[src/rtl/swd_pkg.sv]
package swd_pkg;
  localparam int unsigned PORT_W = 8;
  localparam int unsigned SRC_W  = 3;

  typedef enum logic [SRC_W-1:0] {
    SRC_RESET_ONLY = 3'd0,
    SRC_NAND_P2LO  = 3'd1,
    SRC_NAND_P2    = 3'd2,
    SRC_NOR_P3     = 3'd3,
    SRC_NAND_P3    = 3'd4,
    SRC_NOR_P3P0   = 3'd5,
    SRC_NAND_P3P0  = 3'd6,
    SRC_NAND_P3P2  = 3'd7
  } wake_src_e;

  typedef struct packed {
    logic      level;
    wake_src_e src;
  } wake_cfg_t;
endpackage

[src/rtl/swd_sync.sv]
module swd_sync #(
  parameter int unsigned WIDTH  = 8,
  parameter int unsigned STAGES = 2
) (
  input  logic             clk_i,
  input  logic             rst_ni,
  input  logic [WIDTH-1:0] d_i,
  output logic [WIDTH-1:0] q_o
);
  logic [WIDTH-1:0] stg [STAGES];

  for (genvar i = 0; i < STAGES; i++) begin : g_stg
    always_ff @(posedge clk_i or negedge rst_ni) begin
      if (!rst_ni)     stg[i] <= '0;
      else if (i == 0) stg[i] <= d_i;
      else             stg[i] <= stg[(i == 0) ? 0 : i-1];
    end
  end

  assign q_o = stg[STAGES-1];
endmodule

[src/rtl/swd_cfg_reg.sv]
module swd_cfg_reg
  import swd_pkg::*;
#(
  parameter int unsigned SRC_LSB = 2,
  parameter int unsigned LVL_BIT = 6
) (
  input  logic       clk_i,
  input  logic       rst_ni,
  input  logic       we_i,
  input  logic [7:0] wdata_i,
  output logic [7:0] rdata_o,
  output wake_cfg_t  cfg_o
);
  wake_cfg_t cfg_q;

  always_ff @(posedge clk_i or negedge rst_ni) begin
    if (!rst_ni) begin
      cfg_q <= '{level: 1'b0, src: SRC_RESET_ONLY};
    end else if (we_i) begin
      cfg_q.level <= wdata_i[LVL_BIT];
      cfg_q.src   <= wake_src_e'(wdata_i[SRC_LSB +: SRC_W]);
    end
  end

  always_comb begin
    rdata_o = '0;
    rdata_o[LVL_BIT]            = cfg_q.level;
    rdata_o[SRC_LSB +: SRC_W]   = cfg_q.src;
  end

  assign cfg_o = cfg_q;

  assert_cfg_write_R2: assert property (@(posedge clk_i) disable iff (!rst_ni)
    we_i |=> (rdata_o == {1'b0, $past(wdata_i[6]), 1'b0, $past(wdata_i[4:2]), 2'b00}));
endmodule

[src/rtl/swd_cond_sel.sv]
module swd_cond_sel
  import swd_pkg::*;
(
  input  wake_src_e         src_i,
  input  logic [PORT_W-1:0] p0_i,
  input  logic [PORT_W-1:0] p2_i,
  input  logic [PORT_W-1:0] p3_i,
  output logic              en_o,
  output logic              comb_o
);
  logic [4:0] grp_p3p0;
  logic [5:0] grp_p3p2;

  assign grp_p3p0 = {p3_i[3:1], p0_i[0], p0_i[7]};
  assign grp_p3p2 = {p3_i[3:1], p2_i[2:0]};

  always_comb begin
    en_o   = 1'b1;
    comb_o = 1'b0;
    unique case (src_i)
      SRC_RESET_ONLY: en_o   = 1'b0;
      SRC_NAND_P2LO:  comb_o = ~&p2_i[3:0];
      SRC_NAND_P2:    comb_o = ~&p2_i;
      SRC_NOR_P3:     comb_o = ~|p3_i[3:1];
      SRC_NAND_P3:    comb_o = ~&p3_i[3:1];
      SRC_NOR_P3P0:   comb_o = ~|grp_p3p0;
      SRC_NAND_P3P0:  comb_o = ~&grp_p3p0;
      SRC_NAND_P3P2:  comb_o = ~&grp_p3p2;
      default:        en_o   = 1'b0;
    endcase
  end
endmodule

[src/rtl/stop_wake_detect.sv]
module stop_wake_detect
  import swd_pkg::*;
#(
  parameter int unsigned SYNC_STAGES = 2
) (
  input  logic              clk_i,
  input  logic              rst_ni,
  input  logic              cfg_we_i,
  input  logic [7:0]        cfg_wdata_i,
  output logic [7:0]        cfg_rdata_o,
  input  logic              stop_active_i,
  input  logic [PORT_W-1:0] port0_i,
  input  logic [PORT_W-1:0] port2_i,
  input  logic [PORT_W-1:0] port3_i,
  output logic              wake_o
);
  localparam int unsigned SYNC_W = 3 * PORT_W;

  wake_cfg_t         cfg;
  logic [SYNC_W-1:0] pins_s;
  logic              sel_en, sel_comb, hit;
  logic              wake_q;

  swd_cfg_reg u_cfg (
    .clk_i   (clk_i),
    .rst_ni  (rst_ni),
    .we_i    (cfg_we_i),
    .wdata_i (cfg_wdata_i),
    .rdata_o (cfg_rdata_o),
    .cfg_o   (cfg)
  );

  swd_sync #(.WIDTH(SYNC_W), .STAGES(SYNC_STAGES)) u_sync (
    .clk_i  (clk_i),
    .rst_ni (rst_ni),
    .d_i    ({port3_i, port2_i, port0_i}),
    .q_o    (pins_s)
  );

  swd_cond_sel u_sel (
    .src_i  (cfg.src),
    .p0_i   (pins_s[0 +: PORT_W]),
    .p2_i   (pins_s[PORT_W +: PORT_W]),
    .p3_i   (pins_s[2*PORT_W +: PORT_W]),
    .en_o   (sel_en),
    .comb_o (sel_comb)
  );

  // level 0: wake when combination low; level 1: when high
  assign hit = sel_en && (sel_comb == cfg.level);

  always_ff @(posedge clk_i or negedge rst_ni) begin
    if (!rst_ni)             wake_q <= 1'b0;
    else if (!stop_active_i) wake_q <= 1'b0;
    else if (hit)            wake_q <= 1'b1;
  end

  assign wake_o = wake_q;

  assert_idle_clears_R9: assert property (@(posedge clk_i) disable iff (!rst_ni)
    !stop_active_i |=> !wake_o);
  assert_wake_held_R9: assert property (@(posedge clk_i) disable iff (!rst_ni)
    (wake_o && stop_active_i) |=> wake_o);
  assert_rise_in_stop_R9: assert property (@(posedge clk_i) disable iff (!rst_ni)
    $rose(wake_o) |-> $past(stop_active_i));
  assert_src0_no_wake_R3: assert property (@(posedge clk_i) disable iff (!rst_ni)
    (cfg_rdata_o[4:2] == 3'd0 && !wake_o) |=> !wake_o);
endmodule

[config.mk]
export PLATFORM = sky130hd
export DESIGN_NAME = stop_wake_detect
export DESIGN_NICKNAME = d
export VERILOG_FILES = /design/src/rtl/swd_pkg.sv /design/src/rtl/swd_sync.sv /design/src/rtl/swd_cfg_reg.sv /design/src/rtl/swd_cond_sel.sv /design/src/rtl/stop_wake_detect.sv
export SDC_FILE = /design/constraint.sdc
export NUM_CORES = 1
export LEC_CHECK = 0
export ABC_AREA = 1
export CAP_MARGIN = 20
export CELL_PAD_IN_SITES_DETAIL_PLACEMENT = 0
export CELL_PAD_IN_SITES_GLOBAL_PLACEMENT = 2
export CORE_ASPECT_RATIO = 1.2
export CORE_UTILIZATION = 27
export CTS_BUF_LIST = sky130_fd_sc_hd__clkbuf_16
export DETAILED_ROUTE_END_ITERATION = 7
export PLACE_DENSITY_LB_ADDON = 0.1
export SYNTH_ARGS = -nofsm -noshare
export SYNTH_HDL_FRONTEND = slang
export SYNTH_SLANG_ARGS = --single-unit
[constraint.sdc]
create_clock -name clk_i -period 2.9 [get_ports clk_i]
set_input_delay 0.435 -clock clk_i [delete_from_list [all_inputs] [get_ports clk_i]]
set_output_delay 0.435 -clock clk_i [all_outputs]
set_load 0.005 [all_outputs]
==> impl_metrics.env <==
export IMPL_clockBufferDepth=2
export IMPL_start_util_pct=29.13
export IMPL_port_buffer_count=25
export IMPL_cts_htree_levels=2
export IMPL_fin_crit_ns=1.720
export IMPL_ant_nets=0
export IMPL_status="complete, no violations"
export IMPL_path_clk_slew_ns=0.05
export IMPL_die_w_um=60.10
export IMPL_track_usage_pct=9.471
export IMPL_critical_path_class="reg -> out"
export IMPL_start_kind="flop"
export IMPL_hold_viol=0
export IMPL_ioPinCount=45
export IMPL_die_y_um=71.72
export IMPL_path_buf_inv=1
export IMPL_synth_seq_cells=31
export IMPL_clkPwrFrac_pct=45.2
export IMPL_n_fill_cell=361
export IMPL_wirelength_um=1657
export IMPL_p_leak_nw=0.7107
export IMPL_dr_pass1_iters=3
export IMPL_worstSkewPairLatency_ns=0.27
export IMPL_switching_share_pct=21.06
export IMPL_drc=0
export IMPL_crit_family="buffers and inverters"
export IMPL_place_hpwl_um=1226
export IMPL_rsz0062_at_grt="no"
export IMPL_diodes=0
export IMPL_setup_violations=0
export IMPL_numCtsBuffers=5
export IMPL_path_cells="clkdlybuf4s50_1"
export IMPL_min_path_type="reg -> reg"
export IMPL_drive_gt1_share_pct=17.32
export IMPL_root_buffer="clkbuf_16"
export IMPL_seq_power_share_pct=45.4
export IMPL_cts_setup_buffers=0
export IMPL_synth_cell_types=16
export IMPL_syn_inst=94
export IMPL_period_share_pct=59.30
export IMPL_slowest_stage="clkdlybuf4s50_1"
export IMPL_intPower_uw=820.6
export IMPL_drt_iter0_drc=4
export IMPL_syn_mean_instance_area_um2=11.63
export IMPL_core_mm2=0.003754
export IMPL_drv_slew=0
export IMPL_cts_resized=0
export IMPL_worstPathArrival_ns=1.28
export IMPL_gp_congestion=0.6999
export IMPL_cts_hold_buffers=0
export IMPL_dpl_instance_area_mm2=0.001398
export IMPL_viasPerCell=3.849
export IMPL_setup_worst_path_end_class="output port"
export IMPL_synth_warning_count=0
export IMPL_wire_per_inst_um=9.257
export IMPL_grt_first_pass_wirelength_um=2884
export IMPL_fin_tns_setup_ns=0
export IMPL_dieArea_mm2=0.004310
export IMPL_mostFrequentLayoutCell="dfrtp_1"
export IMPL_clock_sinks=31
export IMPL_final_cell_mix="31 x dfrtp_1, 25 x clkdlybuf4s50_1, 21 x nand2_1"
export IMPL_cellPowerDensity_mw_per_mm2=677.1
export IMPL_cts_tree="built"
export IMPL_cpPeakStageDelay_ns=0.55
export IMPL_antenna_found_initial=0
export IMPL_peakVddDrop_mv=0.4527
export IMPL_syn2layout_area_growth_pct=40.39
export IMPL_row_count=24
export IMPL_final_area_mm2=0.001535
export IMPL_switching_power_uw=219.0
export IMPL_cp_max_fo=7
export IMPL_max_freq_mhz=581.5
export IMPL_clock_skew_final_ns=0.0007944
export IMPL_first_global_vias=660
export IMPL_grt_max_degree=32
export IMPL_maxCapViolations=0
export IMPL_nets=162
export IMPL_syn_area_mm2=0.001094
export IMPL_crit_required_ns=2.47
export IMPL_via_count=689
export IMPL_overflow=0
export IMPL_yosysSeqAreaShare_pct=70.94
export IMPL_pwr_share_comb_pct=9.5
-- through the flow --
step,util (%),hold slack [ns],setup slack (ns),power (mW),instances
CTS,40.90,0.3454,1.164,1.058,179
finish,40.90,0.3433,1.180,1.040,179
global placement,37.23,0.3319,1.460,0.5780,171
global route,40.90,0.3533,1.126,1.091,179
floorplan,-,0.1394,1.788,0.5231,97
detailed placement,37.23,0.3347,1.454,0.5799,171
-- power groups by stage --
stage               sequential (mW)  clock, mW  combinational [mW]
floorplan                     0.477          0              0.0462
global placement              0.478          0              0.0996
detailed placement            0.479          0               0.101
CTS                           0.472      0.485               0.101
global route                  0.475      0.506               0.110
finish                        0.472      0.469              0.0983
-- cell type report --
type | instances | area, µm² | share of cell area, %
clock buffers | 5 | 125.1 | 8.150
clock inverters | 3 | 12.51 | 0.8150
inverters | 11 | 41.29 | 2.689
multi-input cells | 51 | 257.7 | 16.79
flip-flops and latches | 31 | 775.7 | 50.53
well taps | 52 | 65.06 | 4.238
repair buffers | 26 | 257.7 | 16.79
-- cell usage after synthesis --
cell      count  area (µm²)
nor2_2        1       6.260
conb_1        1       3.750
dfrtp_1      31       775.7
buf_4         4       30.03
nor2_1        6       22.52
nor2_4        2       22.52
nand2_1      21       78.83
nand3_1       4       20.02
o21ai_2       1       8.760
a21oi_2       1       8.760
nand3_2       3       30.03
inv_2         3       11.26
o21ai_0       4       20.02
nand2_2       4       25.02
inv_1         7       26.28
clkinv_1      1       3.750
-- final timing paths --
kind	depth (start not counted)	slack, ns	start	endpoint
max	1	1.18	u_cfg.cfg_o[0]$_DFFE_PN0P_	cfg_rdata_o[2]
min	0	0.34	u_sync.stg[34]$_DFF_PN0_	u_sync.q_o[10]$_DFF_PN0_
max reg2reg	9	1.69	u_cfg.cfg_o[0]$_DFFE_PN0P_	wake_o$_DFFE_PN0P_
min reg2reg	0	0.34	u_sync.stg[34]$_DFF_PN0_	u_sync.q_o[10]$_DFF_PN0_
max in group asynchronous	2	2.07	rst_ni	u_sync.stg[39]$_DFF_PN0_
min in group asynchronous	2	0.55	rst_ni	u_sync.stg[35]$_DFF_PN0_
-- metal layers --
| metal | GRT usage, % | vias to the layer above | part of all wire [%] |
|---|---|---|---|
| met4 | 4.651 | 0 | 0 |
| met2 | 14.94 | 20 | 54 |
| met3 | 4.874 | 0 | 5.3 |
| met5 | 0 | - | 0 |
| met1 | 10.30 | 328 | 40 |
| li1 | - | 341 | - |
-- state kept, by name (all words and copies together), names as in the netlist --
signal       cells
wake_o           1
u_sync.stg      13
u_cfg.cfg_o      4
u_sync.q_o      13
-- cells by family after synthesis --
logic type	Yosys count	share of synthesized area, %
AOI/OAI and AO/OA	6	3.433
buffers and inverters	15	6.522
DFF	31	70.94
other	1	0.3429
and+or+nand+nor	41	18.76
-- worst reg2reg max path: stages (launching register included) --
cell	delay, ns
dfrtp_1	0.45
nand2_1	0.12
clkinv_1	0.08
nand3_2	0.07
nand3_2	0.08
nand2_2	0.08
nand2_2	0.06
nand2_2	0.05
nand3_2	0.06
a21oi_2	0.11
Power figures use the tool's default switching activity.
